### src/rtl/hdp_pkg.sv
package hdp_pkg;
    typedef enum logic {
        MODE_WR = 1'b0,
        MODE_RD = 1'b1
    } hdp_mode_e;

    localparam int unsigned LANE_W  = 8;
    localparam int unsigned LANES   = 2;
    localparam int unsigned WORD_W  = LANE_W * LANES;
endpackage

### src/rtl/hdp_fifo.sv
module hdp_fifo
    import hdp_pkg::*;
#(
    parameter int unsigned DEPTH = 4,
    localparam int unsigned IW   = (DEPTH > 1) ? $clog2(DEPTH) : 1,
    localparam int unsigned CW   = $clog2(DEPTH + 1)
) (
    input  logic              clk,
    input  logic              rst_n,
    input  logic              flush,
    input  logic [1:0]        push_n,
    input  logic [WORD_W-1:0] push_data,
    input  logic [1:0]        pop_n,
    output logic [CW-1:0]     count,
    output logic [WORD_W-1:0] head
);
    typedef struct packed {
        logic [DEPTH-1:0][LANE_W-1:0] slot;
        logic [IW-1:0]                rd;
        logic [IW-1:0]                wr;
        logic [CW-1:0]                cnt;
    } fifo_t;

    fifo_t s_d, s_q;

    function automatic logic [IW-1:0] step_idx(logic [IW-1:0] idx, logic [1:0] k);
        logic [IW+1:0] sum;
        sum = (IW+2)'(idx) + (IW+2)'(k);
        if (sum >= (IW+2)'(DEPTH))
            sum = sum - (IW+2)'(DEPTH);
        return sum[IW-1:0];
    endfunction

    always_comb begin
        s_d = s_q;
        if (flush) begin
            s_d.rd  = '0;
            s_d.wr  = '0;
            s_d.cnt = '0;
        end else begin
            for (int k = 0; k < LANES; k++) begin
                if (2'(k) < push_n)
                    s_d.slot[step_idx(s_q.wr, 2'(k))] = push_data[k*LANE_W +: LANE_W];
            end
            s_d.wr  = step_idx(s_q.wr, push_n);
            s_d.rd  = step_idx(s_q.rd, pop_n);
            s_d.cnt = s_q.cnt + CW'(push_n) - CW'(pop_n);
        end
    end

    always_ff @(posedge clk) begin
        if (!rst_n) begin
            s_q <= '0;
        end else begin
            s_q <= s_d;
        end
    end

    assign count = s_q.cnt;

    for (genvar g = 0; g < LANES; g++) begin : g_head
        assign head[g*LANE_W +: LANE_W] = s_q.slot[step_idx(s_q.rd, 2'(g))];
    end
endmodule

### src/rtl/hdp_cyc_sel.sv
module hdp_cyc_sel
    import hdp_pkg::*;
#(
    parameter int unsigned DEPTH = 4,
    localparam int unsigned CW   = $clog2(DEPTH + 1)
) (
    input  hdp_mode_e     mode,
    input  logic [CW-1:0] count,
    input  logic          ptr_lsb,
    output logic          req,
    output logic          word,
    output logic [1:0]    be
);
    localparam logic [CW-1:0] REFILL_AT = CW'(DEPTH - LANES);

    always_comb begin
        if (mode == MODE_WR) begin
            req  = (count != '0);
            word = !ptr_lsb && (count >= CW'(LANES));
        end else begin
            req  = (count <= REFILL_AT);
            word = !ptr_lsb;
        end
        if (word)
            be = 2'b11;
        else
            be = ptr_lsb ? 2'b10 : 2'b01;
    end
endmodule

### src/rtl/hdp_port.sv
module hdp_port
    import hdp_pkg::*;
#(
    parameter int unsigned ADDR_W = 8,
    parameter int unsigned DEPTH  = 4,
    localparam int unsigned CW    = $clog2(DEPTH + 1)
) (
    input  logic              clk,
    input  logic              rst_n,
    input  logic              host_ptr_load,
    input  logic              host_ptr_rd,
    input  logic [ADDR_W-1:0] host_ptr_val,
    input  logic              host_wr_byte,
    input  logic              host_wr_word,
    input  logic [15:0]       host_wdata,
    input  logic              host_rd_byte,
    input  logic              host_rd_word,
    output logic [15:0]       host_rdata,
    output logic              host_stall,
    output logic [ADDR_W-1:0] host_ptr,
    output logic              mem_req,
    input  logic              mem_gnt,
    output logic              mem_we,
    output logic [ADDR_W-1:0] mem_addr,
    output logic [1:0]        mem_be,
    output logic [15:0]       mem_wdata,
    input  logic [15:0]       mem_rdata
);
    typedef struct packed {
        hdp_mode_e         mode;
        logic [ADDR_W-1:0] mem_ptr;
        logic [ADDR_W-1:0] host_ptr;
    } port_t;

    port_t s_d, s_q;

    logic [CW-1:0]     fifo_count;
    logic [WORD_W-1:0] fifo_head;
    logic [1:0]        push_n, pop_n;
    logic [WORD_W-1:0] push_data;
    logic              flush;
    logic              cyc_req, cyc_word;
    logic [1:0]        cyc_be;

    logic [1:0]    wr_n, rd_n, xfer_n;
    logic [CW-1:0] free;
    logic          load_stall, wr_stall, rd_stall;
    logic          load_ok, wr_ok, rd_ok, xfer;

    hdp_fifo #(.DEPTH(DEPTH)) u_fifo (
        .clk       (clk),
        .rst_n     (rst_n),
        .flush     (flush),
        .push_n    (push_n),
        .push_data (push_data),
        .pop_n     (pop_n),
        .count     (fifo_count),
        .head      (fifo_head)
    );

    hdp_cyc_sel #(.DEPTH(DEPTH)) u_sel (
        .mode    (s_q.mode),
        .count   (fifo_count),
        .ptr_lsb (s_q.mem_ptr[0]),
        .req     (cyc_req),
        .word    (cyc_word),
        .be      (cyc_be)
    );

    always_comb begin
        wr_n   = host_wr_word ? 2'd2 : (host_wr_byte ? 2'd1 : 2'd0);
        rd_n   = host_rd_word ? 2'd2 : (host_rd_byte ? 2'd1 : 2'd0);
        xfer_n = cyc_word ? 2'd2 : 2'd1;
        free   = CW'(DEPTH) - fifo_count;

        load_stall = host_ptr_load && (s_q.mode == MODE_WR) && (fifo_count != '0);
        wr_stall   = !host_ptr_load && (s_q.mode == MODE_WR) && (wr_n != 2'd0)
                     && (free < CW'(wr_n));
        rd_stall   = !host_ptr_load && (s_q.mode == MODE_RD) && (rd_n != 2'd0)
                     && (fifo_count < CW'(rd_n));

        load_ok = host_ptr_load && !load_stall;
        wr_ok   = !host_ptr_load && (s_q.mode == MODE_WR) && (wr_n != 2'd0) && !wr_stall;
        rd_ok   = !host_ptr_load && (s_q.mode == MODE_RD) && (rd_n != 2'd0) && !rd_stall;
        xfer    = cyc_req && mem_gnt && !load_ok;

        flush = load_ok;
        if (s_q.mode == MODE_WR) begin
            push_n    = wr_ok ? wr_n : 2'd0;
            push_data = host_wdata;
            pop_n     = xfer ? xfer_n : 2'd0;
        end else begin
            push_n    = xfer ? xfer_n : 2'd0;
            push_data = cyc_word ? mem_rdata : {8'h00, mem_rdata[15:8]};
            pop_n     = rd_ok ? rd_n : 2'd0;
        end

        s_d = s_q;
        if (load_ok) begin
            s_d.mode     = host_ptr_rd ? MODE_RD : MODE_WR;
            s_d.mem_ptr  = host_ptr_val;
            s_d.host_ptr = host_ptr_val;
        end else begin
            if (xfer)
                s_d.mem_ptr = s_q.mem_ptr + ADDR_W'(xfer_n);
            if (wr_ok)
                s_d.host_ptr = s_q.host_ptr + ADDR_W'(wr_n);
            else if (rd_ok)
                s_d.host_ptr = s_q.host_ptr + ADDR_W'(rd_n);
        end
    end

    always_ff @(posedge clk) begin
        if (!rst_n) begin
            s_q <= '{mode: MODE_WR, mem_ptr: '0, host_ptr: '0};
        end else begin
            s_q <= s_d;
        end
    end

    assign host_stall = load_stall || wr_stall || rd_stall;
    assign host_rdata = host_rd_word ? fifo_head : {8'h00, fifo_head[7:0]};
    assign host_ptr   = s_q.host_ptr;
    assign mem_req    = cyc_req;
    assign mem_we     = (s_q.mode == MODE_WR);
    assign mem_addr   = s_q.mem_ptr;
    assign mem_be     = cyc_be;
    assign mem_wdata  = cyc_word ? fifo_head : {fifo_head[7:0], fifo_head[7:0]};
endmodule

### config.mk
export PLATFORM = sky130hd
export DESIGN_NAME = hdp_port
export DESIGN_NICKNAME = d
export VERILOG_FILES = /design/src/rtl/hdp_pkg.sv /design/src/rtl/hdp_fifo.sv /design/src/rtl/hdp_cyc_sel.sv /design/src/rtl/hdp_port.sv
export SDC_FILE = /design/constraint.sdc
export NUM_CORES = 1
export LEC_CHECK = 0
export BUFFER_PORTS_ARGS = -buffer_cell sky130_fd_sc_hd__clkbuf_2
export CORE_MARGIN = 3
export CORE_UTILIZATION = 59
export DETAILED_ROUTE_END_ITERATION = 8
export HOLD_SLACK_MARGIN = 0.06
export PLACE_DENSITY = 0.94
export SLEW_MARGIN = 30
export SYNTH_ARGS = -nofsm -noshare
export SYNTH_HDL_FRONTEND = slang
export SYNTH_SLANG_ARGS = --single-unit
### constraint.sdc
create_clock -name clk -period 6 [get_ports clk]
set_input_delay 0.9 -clock clk [delete_from_list [all_inputs] [get_ports clk]]
set_output_delay 0.9 -clock clk [all_outputs]
set_load 0.03 [all_outputs]
* Word-level counts from Yosys, hierarchy flattened
Cells that the tools add are included.
** Storage, ports and cells
- Bits in registers :: 56
- Logic and storage cells :: 122
- Memory bits (writable) :: 0
- Input port bits :: 49
- Latch bits :: 0
- Output and inout port bits :: 53
- Memory bits (read-only) :: 0
- Memories :: 0
** Operators by class
- Multiplexer cells :: 46
- Add/sub/neg operators :: 16
- $lt $le $gt $ge :: 18
- Divide/modulo/power cells :: 0
- Bitwise gates (word level) :: 2
- Multipliers :: 0
- Shift-type cells :: 0
- Eq/ne operators :: 0
- Reduce and logical (&&, ||, !) cells :: 30
** Operators by type and width (count)
- 32-bit two-way mux :: 3
- 16-bit two-way mux :: 5
- 32-bit bitwise mux :: 2
- 8-bit two-way mux :: 7
- 2-bit two-way mux :: 20
- 8-bit binary-select mux with 2-bit select :: 2
- 8-bit demux with 2-bit select :: 2
- 8-bit by 2-bit adder with 8-bit output :: 3
- 1-bit logical AND :: 16
- 3-bit greater-or-equal comparator (second input constant) :: 4
- 2-bit by 3-bit less-than comparator with 1-bit output (second input constant) :: 4
- 2-bit by 1-bit subtractor with 2-bit output (second input constant) :: 6
- 2-bit by 1-bit adder with 3-bit output (second input constant) :: 2
- 2-bit by 2-bit adder with 3-bit output :: 2
- 2-bit by 3-bit greater-or-equal comparator with 1-bit output (second input constant) :: 2
- 1-bit logical NOT :: 6
- 3-bit by 2-bit less-than comparator with 1-bit output :: 2
- 2-bit nonzero test :: 3
- 3-bit nonzero test :: 2
- 1-bit two-way mux :: 5
- 2-bit by 1-bit greater-or-equal comparator with 1-bit output (second input constant) :: 2
- 1-bit by 2-bit less-than comparator with 1-bit output (first input constant) :: 2
- 3-bit by 2-bit adder with 3-bit output :: 1
- 3-bit by 2-bit greater-or-equal comparator with 1-bit output (second input constant) :: 1
- 6 further kinds :: 8

* Logic depth before layout (Yosys ltp)
- Depth in word-level cells :: 21
- Gate-level depth with buffers :: 14
- Mapped depth without buffers :: 14

* By module
Synthesis repeated with hierarchy kept, for this count alone.
** Second synthesis, totals
- Cells, all modules :: 517
- Area total of the unflattened synthesis :: 4478.0 um^2
** By module, submodules not included
- hdp_fifo :: area an instance 2670.1 um^2, seq. area each 780.7 um^2, cells each 284, times used 1
- hdp_port :: area an instance 1766.7 um^2, seq. area each 340.3 um^2, cells each 226, times used 1
- hdp_cyc_sel :: area an instance 41.3 um^2, seq. area each 0.0 um^2, cells each 7, times used 1

* Worst setup path after synthesis
Ideal clock, no wire load.
- Path type :: input port to flip-flop
- From :: in host_wr_word
- To :: reg u_fifo.s_q, in the netlist u_fifo.count[2]
- Path buffers :: 1
- Required time :: 5884 ps
- Setup time :: 116 ps
- Cell stages on the path :: 13
- Arrival time :: 3303 ps
- Slack :: 2581 ps
- Cell sequence :: inv_1 ha_1 nand2b_1 o221a_2 a32o_2 inv_2 buf_2 fa_1 inv_1 fa_1 xnor2_1 xnor2_1 nor2_1
** Between the ends
- Cells in the longest elaborated chain, start to end :: 10
- Elaborated cells on any way between the ends :: 11
- Classes of those cells :: add/sub (2); order compare (1); mux (3); reduce/logical (5)
** Ends and longest elaborated chain
- from (decl) :: line hdp_port.sv:14 : input logic host_wr_word,
- 2-bit two-way mux * :: line hdp_port.sv:71 : wr_n = host_wr_word ? 2'd2 : (host_wr_byte ? 2'd1 : 2'd0);
- branches (longest 5 deep; another with 3-bit by 2-bit less-than comparator with 1-bit output)
- 2-bit two-way mux * :: line hdp_port.sv:89 : push_n = wr_ok ? wr_n : 2'd0;
- 2-bit two-way mux * :: line hdp_port.sv:88 : if (s_q.mode == MODE_WR) begin
- 3-bit by 2-bit adder with 3-bit output * :: line hdp_fifo.sv:47 : s_d.cnt = s_q.cnt + CW'(push_n) - CW'(pop_n);
- 3-bit by 2-bit subtractor with 3-bit output * :: line hdp_fifo.sv:47
- to (signal assigned) :: line hdp_fifo.sv:53 : s_q <= '0;
- to (signal assigned) :: line hdp_fifo.sv:55 : s_q <= s_d;
- to (decl) :: line hdp_fifo.sv:24 : fifo_t s_d, s_q;
Mark *: on every way between the ends.
A chain may end at the register's enable or synchronous reset.

* Final worst setup path
- From :: reg u_fifo.s_q, in the netlist u_fifo.count[1]
- To :: reg u_fifo.s_q, in the netlist u_fifo.count[2]
** Between the ends
- Cells in the longest elaborated chain, start to end :: 10
- Elaborated cells on any way between the ends :: 30
- Classes of those cells :: add/sub (3); order compare (4); mux (8); reduce/logical (15)
** Ends and longest elaborated chain
- branches (longest 10 deep; another with 3-bit subtractor)
Parallel ways; which one is timed is not known.

==> run summary <==
CTS Buf Count = 5
Max H-tree Level = 2
critical path data required time = 6220 ps
RSZ-0062 raised after global routing = no
failing checks = DRC
maximum fanout along the worst path = 33
Clock Path Buffers = 2
# fillers = 608
I/O Pins = 102
Synth top area share = 0.2637
TritonRoute pass-1 iters = 7
post_cts resized = 0
NumNets Final = 616
residual DRC count = 1
Cells after Synth = 489
postcts setup bufs = 0
Hold WS = 508.9 ps
post-synth net total = 556
Unique masters post-synth = 59
Routed Antenna Nets = 0
run status = finished, violations left
Yosys warning count = 0
register area = 0.001122 mm2
number of cells on the worst reg-to-reg path = 13
Tmin final = 3650 ps
Met2 Routed Length = 5727 um
share of cells above drive strength 1 = 0.2696
Tcrit/Tclk final = 0.6084
Post-synth EDFFs = 0
die width = 90.89 um
synth top area cells = dfxtp_1 26%, mux4_2 8.5%, a2111oi_0 6.6%
Initial Util = 0.6156
worst slew pin tran = 996.8 ps
CTS sink cnt = 56
Clock Latency Late Sink = 310 ps
power density over cell area = 427.6 mW/mm2
WHS Path Cells = 2
Pleak = 1.785 nW
largest net degree at the start of global routing = 35
DRT iter0 DRCs = 734
Die Ht = 90.89 um
die area = 0.008261 mm2
synthesized area = 0.004252 mm2
fmax = 273.9 MHz
Metal-1 WL = 4965 um
antenna violations before repair = 0
Fin. Hold Viols = 0
critical path class = reg -> reg
CP Data Arrival Time = 3870 ps
overall global routing resource usage = 0.2972
global route total overflow = 0
post-DR wirelength/cell = 19.86 um
slew margin rel. = 0.3313
worst vdd ir = 0.3538 mV
Layout area overhead = 10.77%
Primary FF master, synth = dfxtp_1
area of the multi-input gates = 0.002794 mm2
Max Used Layer = met4
final wirelength = 12810 um
Core ar. = 0.006907 mm2
Max Cap Violations = 0
most frequent cells after synthesis = 56 x dfxtp_1, 44 x nand3_1, 38 x o21ai_0
via count = 4550
GP Congestion = 0.9563
Seq/Total Area, Yosys = 0.2637
vias in the first global route = 4041
endpoint type of the worst setup path = flip-flop
Antenna Cells = 0
total negative setup slack = 0 ps
first-pass GRT wire length = 20420 um
top-count cell post-synth = dfxtp_1
count of pins over their slew limit = 0
Post-Syn Area per Cell = 8.694 um2
Clock Skews = 5.176 ps
hpwl dp = 9069 um
Hold-fix buffers, CTS = 0
leading area contributor after synthesis = dfxtp_1
synthesis-stage register bit count = 56
Root Buffer = clkbuf_8
CTS tree = done
via/cell ratio = 7.054
critical path startpoint category = flip-flop
WL met3 = 1743 um
Clk pin slew, worst setup/hold paths = 100 ps
Site Rows = 30
final setup violation count = 0
Worst Hold Class = reg -> reg
ys async rst share = 0
port bufs = 101
==> power breakdown <==
group          total (mW)  switching [mW]  internal (mW)
registers           0.577           0.128          0.450
logic                1.23           0.830          0.399
clock network       0.208           0.128         0.0796
==> registers in the layout, summed over array words and instances, names as in the netlist <==
| name | flops |
|---|---|
| u_fifo.s_q | 36 |
| host_ptr | 8 |
| mem_addr | 8 |
| u_fifo.count | 3 |
| s_q | 1 |
==> cell usage in the layout (no fill, tap or decap), types with 13 or more instances in the layout <==
cell type and count:
nand3_1 44, a21oi_1 13, inv_1 16, mux4_2 16
dfxtp_1 55, a2111oi_0 32, o21ai_0 37, nor2_1 20
nand2_1 19, a311oi_1 32, clkbuf_2 101, ha_1 14
o21ai_1 15
==> metrics by stage <==
step | instances | power (mW) | cell area (um2) | utilization | setup slack (ps)
after floorplan | 489 | 1.488 | 4252 | - | 2581
after global placement | 638 | 1.726 | 4618 | 0.6687 | 2317
after detailed placement | 638 | 1.780 | 4627 | 0.6699 | 2150
after CTS | 645 | 1.981 | 4708 | 0.6817 | 2419
after global routing | 645 | 2.130 | 4710 | 0.6819 | 2105
final | 645 | 2.014 | 4710 | 0.6819 | 2350
==> routing by layer <==
metal | vias up | global-route usage
met1 | 2115 | 0.4306
met2 | 355 | 0.4589
met4 | 0 | 0.08291
met3 | 53 | 0.04667
li1 | 2027 | -
met5 | - | 0
==> worst paths after layout <==
check,start,end,slack [ps]
worst min-delay path,host_ptr[0]$_SDFFE_PN0P_,host_ptr[0]$_SDFFE_PN0P_,510
worst min register to register,host_ptr[0]$_SDFFE_PN0P_,host_ptr[0]$_SDFFE_PN0P_,510
worst max-delay path,u_fifo.count[1]$_SDFF_PP0_,u_fifo.count[2]$_SDFF_PP0_,2350
worst max register to register,u_fifo.count[1]$_SDFF_PP0_,u_fifo.count[2]$_SDFF_PP0_,2350
==> worst max-delay path, cell delays in order (launching register included) <==
cell and delay (ps):
dfxtp_1 450, inv_1 120, ha_1 210, ha_1 280
nand2b_1 140, o221a_2 310, a32o_2 310, inv_2 240
fa_1 550, inv_1 60, fa_1 430, xnor2_1 220
xnor2_1 170, nor2_1 60
==> cell families after synthesis <==
logic type / synth area share
DFF: 0.2637
and+or+nand+nor: 0.1669
adders and majority gates: 0.06004
AOI/OAI and AO/OA: 0.2840
xor gates and xnor gates: 0.01648
buffers and inverters: 0.08181
muxes: 0.1271
==> final cells by class <==
cell class	count	area share
clock buffer	5	0.01461
timing repair buffer	103	0.1105
tap	96	0.02550
clock inverter	2	0.002657
inverter	19	0.01514
multi-input combinational	364	0.5933
sequential	56	0.2383
No activity file was read; power rests on OpenSTA's default activity.
